**src/rtl/pwr_avg_pkg.sv**
```systemverilog
package pwr_avg_pkg;
  localparam int SHIFT_W    = 4;
  localparam int MAX_SHIFT  = 14;
  localparam int MULT_W     = 2;
  localparam int HIST_DEPTH = 1 << MULT_W;

  function automatic logic [SHIFT_W-1:0] clamp_shift(input logic [SHIFT_W-1:0] s);
    return (s > SHIFT_W'(MAX_SHIFT)) ? SHIFT_W'(MAX_SHIFT) : s;
  endfunction
endpackage

```
**src/rtl/pa_square.sv**
```systemverilog
module pa_square #(
  parameter int IQ_W  = 16,
  parameter int PWR_W = 2 * IQ_W
) (
  input  logic                    clk,
  input  logic                    rst_n,
  input  logic                    adv,
  input  logic                    flush,
  input  logic                    fire,
  input  logic signed [IQ_W-1:0]  smp_i,
  input  logic signed [IQ_W-1:0]  smp_q,
  output logic                    pwr_v,
  output logic [PWR_W-1:0]        pwr_q
);
  logic signed [PWR_W-1:0] sq_i, sq_q;
  logic [PWR_W-1:0]        pwr_d;

  always_comb begin
    sq_i  = PWR_W'(smp_i) * PWR_W'(smp_i);
    sq_q  = PWR_W'(smp_q) * PWR_W'(smp_q);
    pwr_d = $unsigned(sq_i) + $unsigned(sq_q);
  end

  always_ff @(posedge clk or negedge rst_n) begin
    if (!rst_n) begin
      pwr_v <= 1'b0;
      pwr_q <= '0;
    end else if (flush) begin
      pwr_v <= 1'b0;
    end else if (adv) begin
      pwr_v <= fire;
      if (fire) pwr_q <= pwr_d;
    end
  end

  // power never exceeds 2^(PWR_W-1)
  a_r1_power_max: assert property (@(posedge clk) disable iff (!rst_n)
    (pwr_v && pwr_q[PWR_W-1]) |-> (pwr_q[PWR_W-2:0] == '0));
endmodule

```
**src/rtl/pa_accum.sv**
```systemverilog
module pa_accum
  import pwr_avg_pkg::*;
#(
  parameter int PWR_W = 32,
  parameter int M_W   = 12,
  parameter int PS_W  = PWR_W + M_W
) (
  input  logic               clk,
  input  logic               rst_n,
  input  logic               adv,
  input  logic               flush,
  input  logic               pwr_v,
  input  logic [PWR_W-1:0]   pwr_q,
  input  logic [SHIFT_W-1:0] shift,
  input  logic [M_W-1:0]     m_last,
  output logic               ps_v,
  output logic [PS_W-1:0]    ps_q
);
  logic [M_W-1:0]   cnt;
  logic [PS_W-1:0]  acc, acc_nx;
  logic [PWR_W-1:0] scaled;
  logic             closing;

  always_comb begin
    scaled  = pwr_q >> clamp_shift(shift);
    acc_nx  = acc + {{M_W{1'b0}}, scaled};
    closing = pwr_v && (cnt == m_last);
  end

  always_ff @(posedge clk or negedge rst_n) begin
    if (!rst_n) begin
      cnt  <= '0;
      acc  <= '0;
      ps_v <= 1'b0;
      ps_q <= '0;
    end else if (flush) begin
      cnt  <= '0;
      acc  <= '0;
      ps_v <= 1'b0;
    end else if (adv) begin
      ps_v <= closing;
      if (closing) begin
        ps_q <= acc_nx;
        acc  <= '0;
        cnt  <= '0;
      end else if (pwr_v) begin
        acc <= acc_nx;
        cnt <= cnt + M_W'(1);
      end
    end
  end

  // the sample counter stays inside the decimation window
  a_r3_count_in_range: assert property (@(posedge clk) disable iff (!rst_n)
    !flush |=> (cnt <= m_last) || (m_last != $past(m_last)));

  // the running sum grows without wrapping until it closes
  a_r8_acc_monotonic: assert property (@(posedge clk) disable iff (!rst_n)
    (adv && !flush && pwr_v && !closing) |=> (acc >= $past(acc)));
endmodule

```
**src/rtl/pa_history.sv**
```systemverilog
module pa_history
  import pwr_avg_pkg::*;
#(
  parameter int PS_W  = 44,
  parameter int OUT_W = PS_W + MULT_W
) (
  input  logic              clk,
  input  logic              rst_n,
  input  logic              adv,
  input  logic              flush,
  input  logic              ps_v,
  input  logic [PS_W-1:0]   ps_q,
  input  logic [MULT_W-1:0] n_m1,
  output logic              sum_v,
  output logic [OUT_W-1:0]  sum_q
);
  localparam int FILL_W = $clog2(HIST_DEPTH + 1);

  logic [PS_W-1:0]   hist [HIST_DEPTH-1];
  logic [OUT_W-1:0]  term [HIST_DEPTH];
  logic [OUT_W-1:0]  total;
  logic [FILL_W-1:0] fill;
  logic              enough;

  assign term[0] = OUT_W'(ps_q);

  genvar g;
  generate
    for (g = 0; g < HIST_DEPTH - 1; g++) begin : g_stage
      always_ff @(posedge clk or negedge rst_n) begin
        if (!rst_n) hist[g] <= '0;
        else if (adv && ps_v && !flush) begin
          if (g == 0) hist[g] <= ps_q;
          else        hist[g] <= hist[(g > 0) ? g - 1 : 0];
        end
      end
      assign term[g+1] = (MULT_W'(g + 1) <= n_m1) ? OUT_W'(hist[g]) : '0;
    end
  endgenerate

  always_comb begin
    total = '0;
    for (int k = 0; k < HIST_DEPTH; k++) total = total + term[k];
    enough = (FILL_W'(n_m1) <= fill);
  end

  always_ff @(posedge clk or negedge rst_n) begin
    if (!rst_n) begin
      fill  <= '0;
      sum_v <= 1'b0;
      sum_q <= '0;
    end else if (flush) begin
      fill  <= '0;
      sum_v <= 1'b0;
    end else if (adv) begin
      sum_v <= ps_v && enough;
      if (ps_v) begin
        if (fill < FILL_W'(HIST_DEPTH)) fill <= fill + FILL_W'(1);
        if (enough) sum_q <= total;
      end
    end
  end

  // the history count never exceeds its depth
  a_r5_fill_in_range: assert property (@(posedge clk) disable iff (!rst_n)
    fill <= FILL_W'(HIST_DEPTH));
endmodule

```
**src/rtl/pwr_avg_decim.sv**
```systemverilog
module pwr_avg_decim
  import pwr_avg_pkg::*;
#(
  parameter int IQ_W = 16,
  parameter int M_W  = 12,
  localparam int PWR_W = 2 * IQ_W,
  localparam int PS_W  = PWR_W + M_W,
  localparam int OUT_W = PS_W + MULT_W
) (
  input  logic                   clk,
  input  logic                   rst_n,
  input  logic                   in_valid,
  output logic                   in_ready,
  input  logic signed [IQ_W-1:0] in_i,
  input  logic signed [IQ_W-1:0] in_q,
  input  logic [M_W-1:0]         cfg_decim,
  input  logic [MULT_W-1:0]      cfg_avg_mult,
  input  logic [SHIFT_W-1:0]     cfg_shift,
  output logic                   out_valid,
  input  logic                   out_ready,
  output logic [OUT_W-1:0]       out_data
);
  localparam int CFG_W = M_W + MULT_W + SHIFT_W;

  logic [CFG_W-1:0] cfg_now, cfg_seen;
  logic             flush, adv, fire;
  logic             pwr_v, ps_v;
  logic [PWR_W-1:0] pwr_q;
  logic [PS_W-1:0]  ps_q;

  assign cfg_now  = {cfg_decim, cfg_avg_mult, cfg_shift};
  assign flush    = (cfg_now != cfg_seen);
  assign adv      = !(out_valid && !out_ready);
  assign in_ready = adv && !flush;
  assign fire     = in_valid && in_ready;

  always_ff @(posedge clk or negedge rst_n) begin
    if (!rst_n) cfg_seen <= '0;
    else        cfg_seen <= cfg_now;
  end

  pa_square #(.IQ_W(IQ_W), .PWR_W(PWR_W)) u_sq (
    .clk(clk), .rst_n(rst_n), .adv(adv), .flush(flush), .fire(fire),
    .smp_i(in_i), .smp_q(in_q), .pwr_v(pwr_v), .pwr_q(pwr_q));

  pa_accum #(.PWR_W(PWR_W), .M_W(M_W), .PS_W(PS_W)) u_acc (
    .clk(clk), .rst_n(rst_n), .adv(adv), .flush(flush),
    .pwr_v(pwr_v), .pwr_q(pwr_q), .shift(cfg_shift), .m_last(cfg_decim),
    .ps_v(ps_v), .ps_q(ps_q));

  pa_history #(.PS_W(PS_W), .OUT_W(OUT_W)) u_hist (
    .clk(clk), .rst_n(rst_n), .adv(adv), .flush(flush),
    .ps_v(ps_v), .ps_q(ps_q), .n_m1(cfg_avg_mult),
    .sum_v(out_valid), .sum_q(out_data));

  // a refused output word is held unchanged
  a_r7_hold_output: assert property (@(posedge clk) disable iff (!rst_n)
    (out_valid && !out_ready && !flush) |=> (out_valid && $stable(out_data)));

  // without an accepted sample the power stage reports nothing new
  a_r9_no_phantom: assert property (@(posedge clk) disable iff (!rst_n)
    (adv && !fire) |=> !pwr_v);
endmodule

```
**config.mk**
```make
export PLATFORM = sky130hd
export DESIGN_NAME = pwr_avg_decim
export DESIGN_NICKNAME = d
export VERILOG_FILES = /design/src/rtl/pwr_avg_pkg.sv /design/src/rtl/pa_square.sv /design/src/rtl/pa_accum.sv /design/src/rtl/pa_history.sv /design/src/rtl/pwr_avg_decim.sv
export SDC_FILE = /design/constraint.sdc
export NUM_CORES = 2
export LEC_CHECK = 0
export ABC_AREA = 1
export BUFFER_PORTS_ARGS = -buffer_cell sky130_fd_sc_hd__buf_4
export CORE_ASPECT_RATIO = 0.8
export CORE_UTILIZATION = 52
export CTS_CLUSTER_DIAMETER = 60
export CTS_CLUSTER_SIZE = 16
export DETAILED_ROUTE_END_ITERATION = 7
export PLACE_DENSITY = 0.68
export SLEW_MARGIN = 15
export SYNTH_ARGS = -nofsm -noshare
export SYNTH_HDL_FRONTEND = slang
export SYNTH_HIERARCHICAL = 1
export SYNTH_SLANG_ARGS = --single-unit
```
**constraint.sdc**
```tcl
create_clock -name clk -period 4.3 [get_ports clk]
set_input_delay 0.645 -clock clk [delete_from_list [all_inputs] [get_ports clk]]
set_output_delay 0.645 -clock clk [all_outputs]
set_load 0.005 [all_outputs]
```
==> key figures <==
Timing
  • Endpoints failing hold: 0
  • Post-Route Skew: roughly 0.019 ns
  • RSZ-0062 raised after global routing: yes
  • Crit share post-route: 143%
  • Achievable Freq: ~160 MHz
  • Setup ws final: -1.84 ns
  • Endpoints failing setup: 26
  • Fin crit period: around 6.1 ns
  • Max-slew violations: 0
  • Worst Tran Pin Value: ~0.87 ns
  • Slew margin rel.: 41.5%

Global routing
  • Initial antenna violation count: 0
  • Total GRT Usage: between 20% and 30%
  • Gr ovfl total: 0
  • Largest net degree at the start of global routing: slightly below 90
  • Vias in the first global route: around 36000
  • Wire length of the first global-routing pass: 185 mm

Floorplanning
  • Top-Level Pins: between 100 and 150
  • # rows: between 90 and 100
  • Core Area: roughly 0.080 sq mm
  • Die W: approximately 320 microns
  • Die span in y: about 260 microns
  • Initial Util: a little over half
  • Die Area: a little over 0.08 sq mm

Routing
  • DR vias/cell: approximately 5
  • Vias: approximately 35000
  • Routed WL per cell: around 16 microns
  • Iteration count of the initial detailed-routing pass: 6
  • Antenna-violating nets left: 0
  • 1st-iter DRT viols: ~2700
  • Drc violations: 0
  • Final wirelength: around 110 mm

Finish
  • Number of fill cells in the layout: between 7000 and 8000
  • P&R area growth vs syn: 17.5%
  • Area of the multi-input gates: 0.0294 sq mm
  • Layout cell share with drive strength beyond 1: between 10% and 20%
  • Nets: 6801
  • ANT cells: 0
  • Commonest cells after routing, fill and taps aside: nand2_1 (1589), inv_1 (1236), fa_1 (569)
  • Register Area: 0.00836 sq mm
  • Leading cell type in the layout, fill and taps excluded: nand2_1

Yosys
  • Post-synthesis sequential area ratio: approximately a fifth
  • Synthesis Warnings: 6
  • Primary FF master, synth: dfrtp_1
  • Post-synth ARST share: 100%
  • Mapped Avg Cell Area: approximately 7.6 sq um
  • Post-synth top area share: between 20% and 30%
  • Post-synth top area cell: fa_1
  • Library cells used by synthesis: 54
  • Post-synth EDFFs: 0
  • Syn Inst Count: roughly 5500
  • Mapped Area: about 0.042 sq mm
  • Synth top area cells: fa_1 (29%), dfrtp_1 (20%), nand2_1 (15%), inv_1 (12%), ha_1 (6.9%)
  • Post-synthesis register bit count: ~330
  • Syn nets: ~6400

Placement
  • Post-DP HPWL: ~92 mm
  • # port buffers: 101
  • Final RePlAce weighted congestion: about 0.96
  • Setup WS pre-CTS: -2.59 ns

Status
  • Status: complete, but fails checks
  • Failing checks: setup timing

CTS
  • Clock sinks: 334
  • CTS root buffer: clkbuf_16
  • Clk slew on worst S/H paths: approximately 0.080 ns
  • Clock latency on the worst-skew pair: 0.60 ns
  • CTS Buffer Depth: 3
  • CTS Buf Count: 29
  • H-tree depth: 1
  • CTS Hold Bufs: 0
  • CTS tree: done

Critical path
  • Worst EP required: between 4 and 5 ns
  • Worst path top cell family by delay: adder cells
  • Worst Path Arrival: between 6 and 7 ns
  • Worst setup EP type: register
  • CP max stage delay: roughly 0.56 ns
  • CP Class: input pin to register
  • Crit path launch type: input pin
  • Most frequent CP cell: fa_1
  • Slowest CP cell: fa_1
  • Crit path max fanout: 10
  • CP bufs+invs: 8

Job
  • # Max-Cap Violations: 0

Hold path
  • Type of the most critical hold path: input pin to async pin
synthesized netlist by cell type (all sizes together), types with 52 or more instances:
cell type	instances
fa	611
nand2	1697
inv	1334
a21oi	91
nor2	293
clkbuf	118
ha	231
or2	52
dfrtp	334
o21ai	223
nand3	233
cell families after synthesis:
| logic type | after synthesis | synth area share, % |
|---|---|---|
| xor+xnor | 73 | 1.52 |
| simple gates | 2365 | 23.4 |
| compound gates | 417 | 5.66 |
| flops | 334 | 19.8 |
| buf+inv | 1503 | 13.7 |
| mux | 3 | 0.0712 |
| fa+ha+maj | 842 | 35.9 |
what timing repair did:
item                                    CTS  global route
gates resized for setup                 255           123
pin swaps                               107           121
gates cloned                              1             1
buffers inserted                         27            20
endpoints found under the setup margin   26            27
flip-flops by register name (all words and copies together), names as in the netlist:
register      count
cfg_seen         18
u_acc/acc        44
u_sq/pwr_q       32
u_acc/cnt        12
u_hist/fill       3
u_hist/hist     132
u_acc/ps_v        1
u_sq/pwr_v        1
u_acc/ps_q       44
u_hist/sum_q     46
u_hist/sum_v      1
per-layer routing:
layer  share of wire, %  global-route usage (%)  vias up
li1                   -                       -    17100
met3                8.0                    5.38       77
met2                 43                    42.3      977
met1                 48                    42.9    17000
met5                  0                       0        -
met4                1.2                    3.50        0
area by class of cell:
type,instances,area share (%)
inverter,1338,10.2
tap,1081,2.73
sequential,334,16.9
multi-input combinational,3700,59.3
clock inverter,9,0.207
clock buffer,35,1.57
timing repair buffer,502,9.13
worst paths after layout:
kind	startpoint	to	slack, ns	cells past startpoint
setup / recovery	in_q[5]	u_sq/pwr_q[31]$_DFFE_PN0P_	-1.84	25
hold / removal	rst_n	cfg_seen[15]$_DFF_PN0_	0.06	1
setup reg to reg	u_acc/ps_q[1]$_DFFE_PN0P_	u_hist/sum_q[29]$_DFFE_PN0P_	0.73	16
min in group clk	cfg_decim[1]	cfg_seen[7]$_DFF_PN0_	0.18	1
max in group asynchronous	rst_n	u_hist/hist[99]$_DFFE_PN0P_	3.34	2
hold reg to reg	u_acc/ps_q[19]$_DFFE_PN0P_	u_acc/ps_q[19]$_DFFE_PN0P_	0.47	2
per-stage QoR:
stage               std cells  hold slack (ns)  utilization [%]  instance area (sq um)  setup TNS (ns)
finish                   6999           0.0566             62.3                  49500          -40.05
detailed placement       6910            0.459             59.0                  46900          -60.38
CTS                      6981           0.0757             61.6                  49000          -39.27
global route             6999            0.100             62.3                  49500          -44.62
global placement         6910            0.457             59.0                  46900          -58.79
floorplan                5537            0.349                -                  43200          -48.53
Power is left out: the tool's default activity adds up to more than one toggle a clock period on the data nets, which glitch-free logic cannot reach.
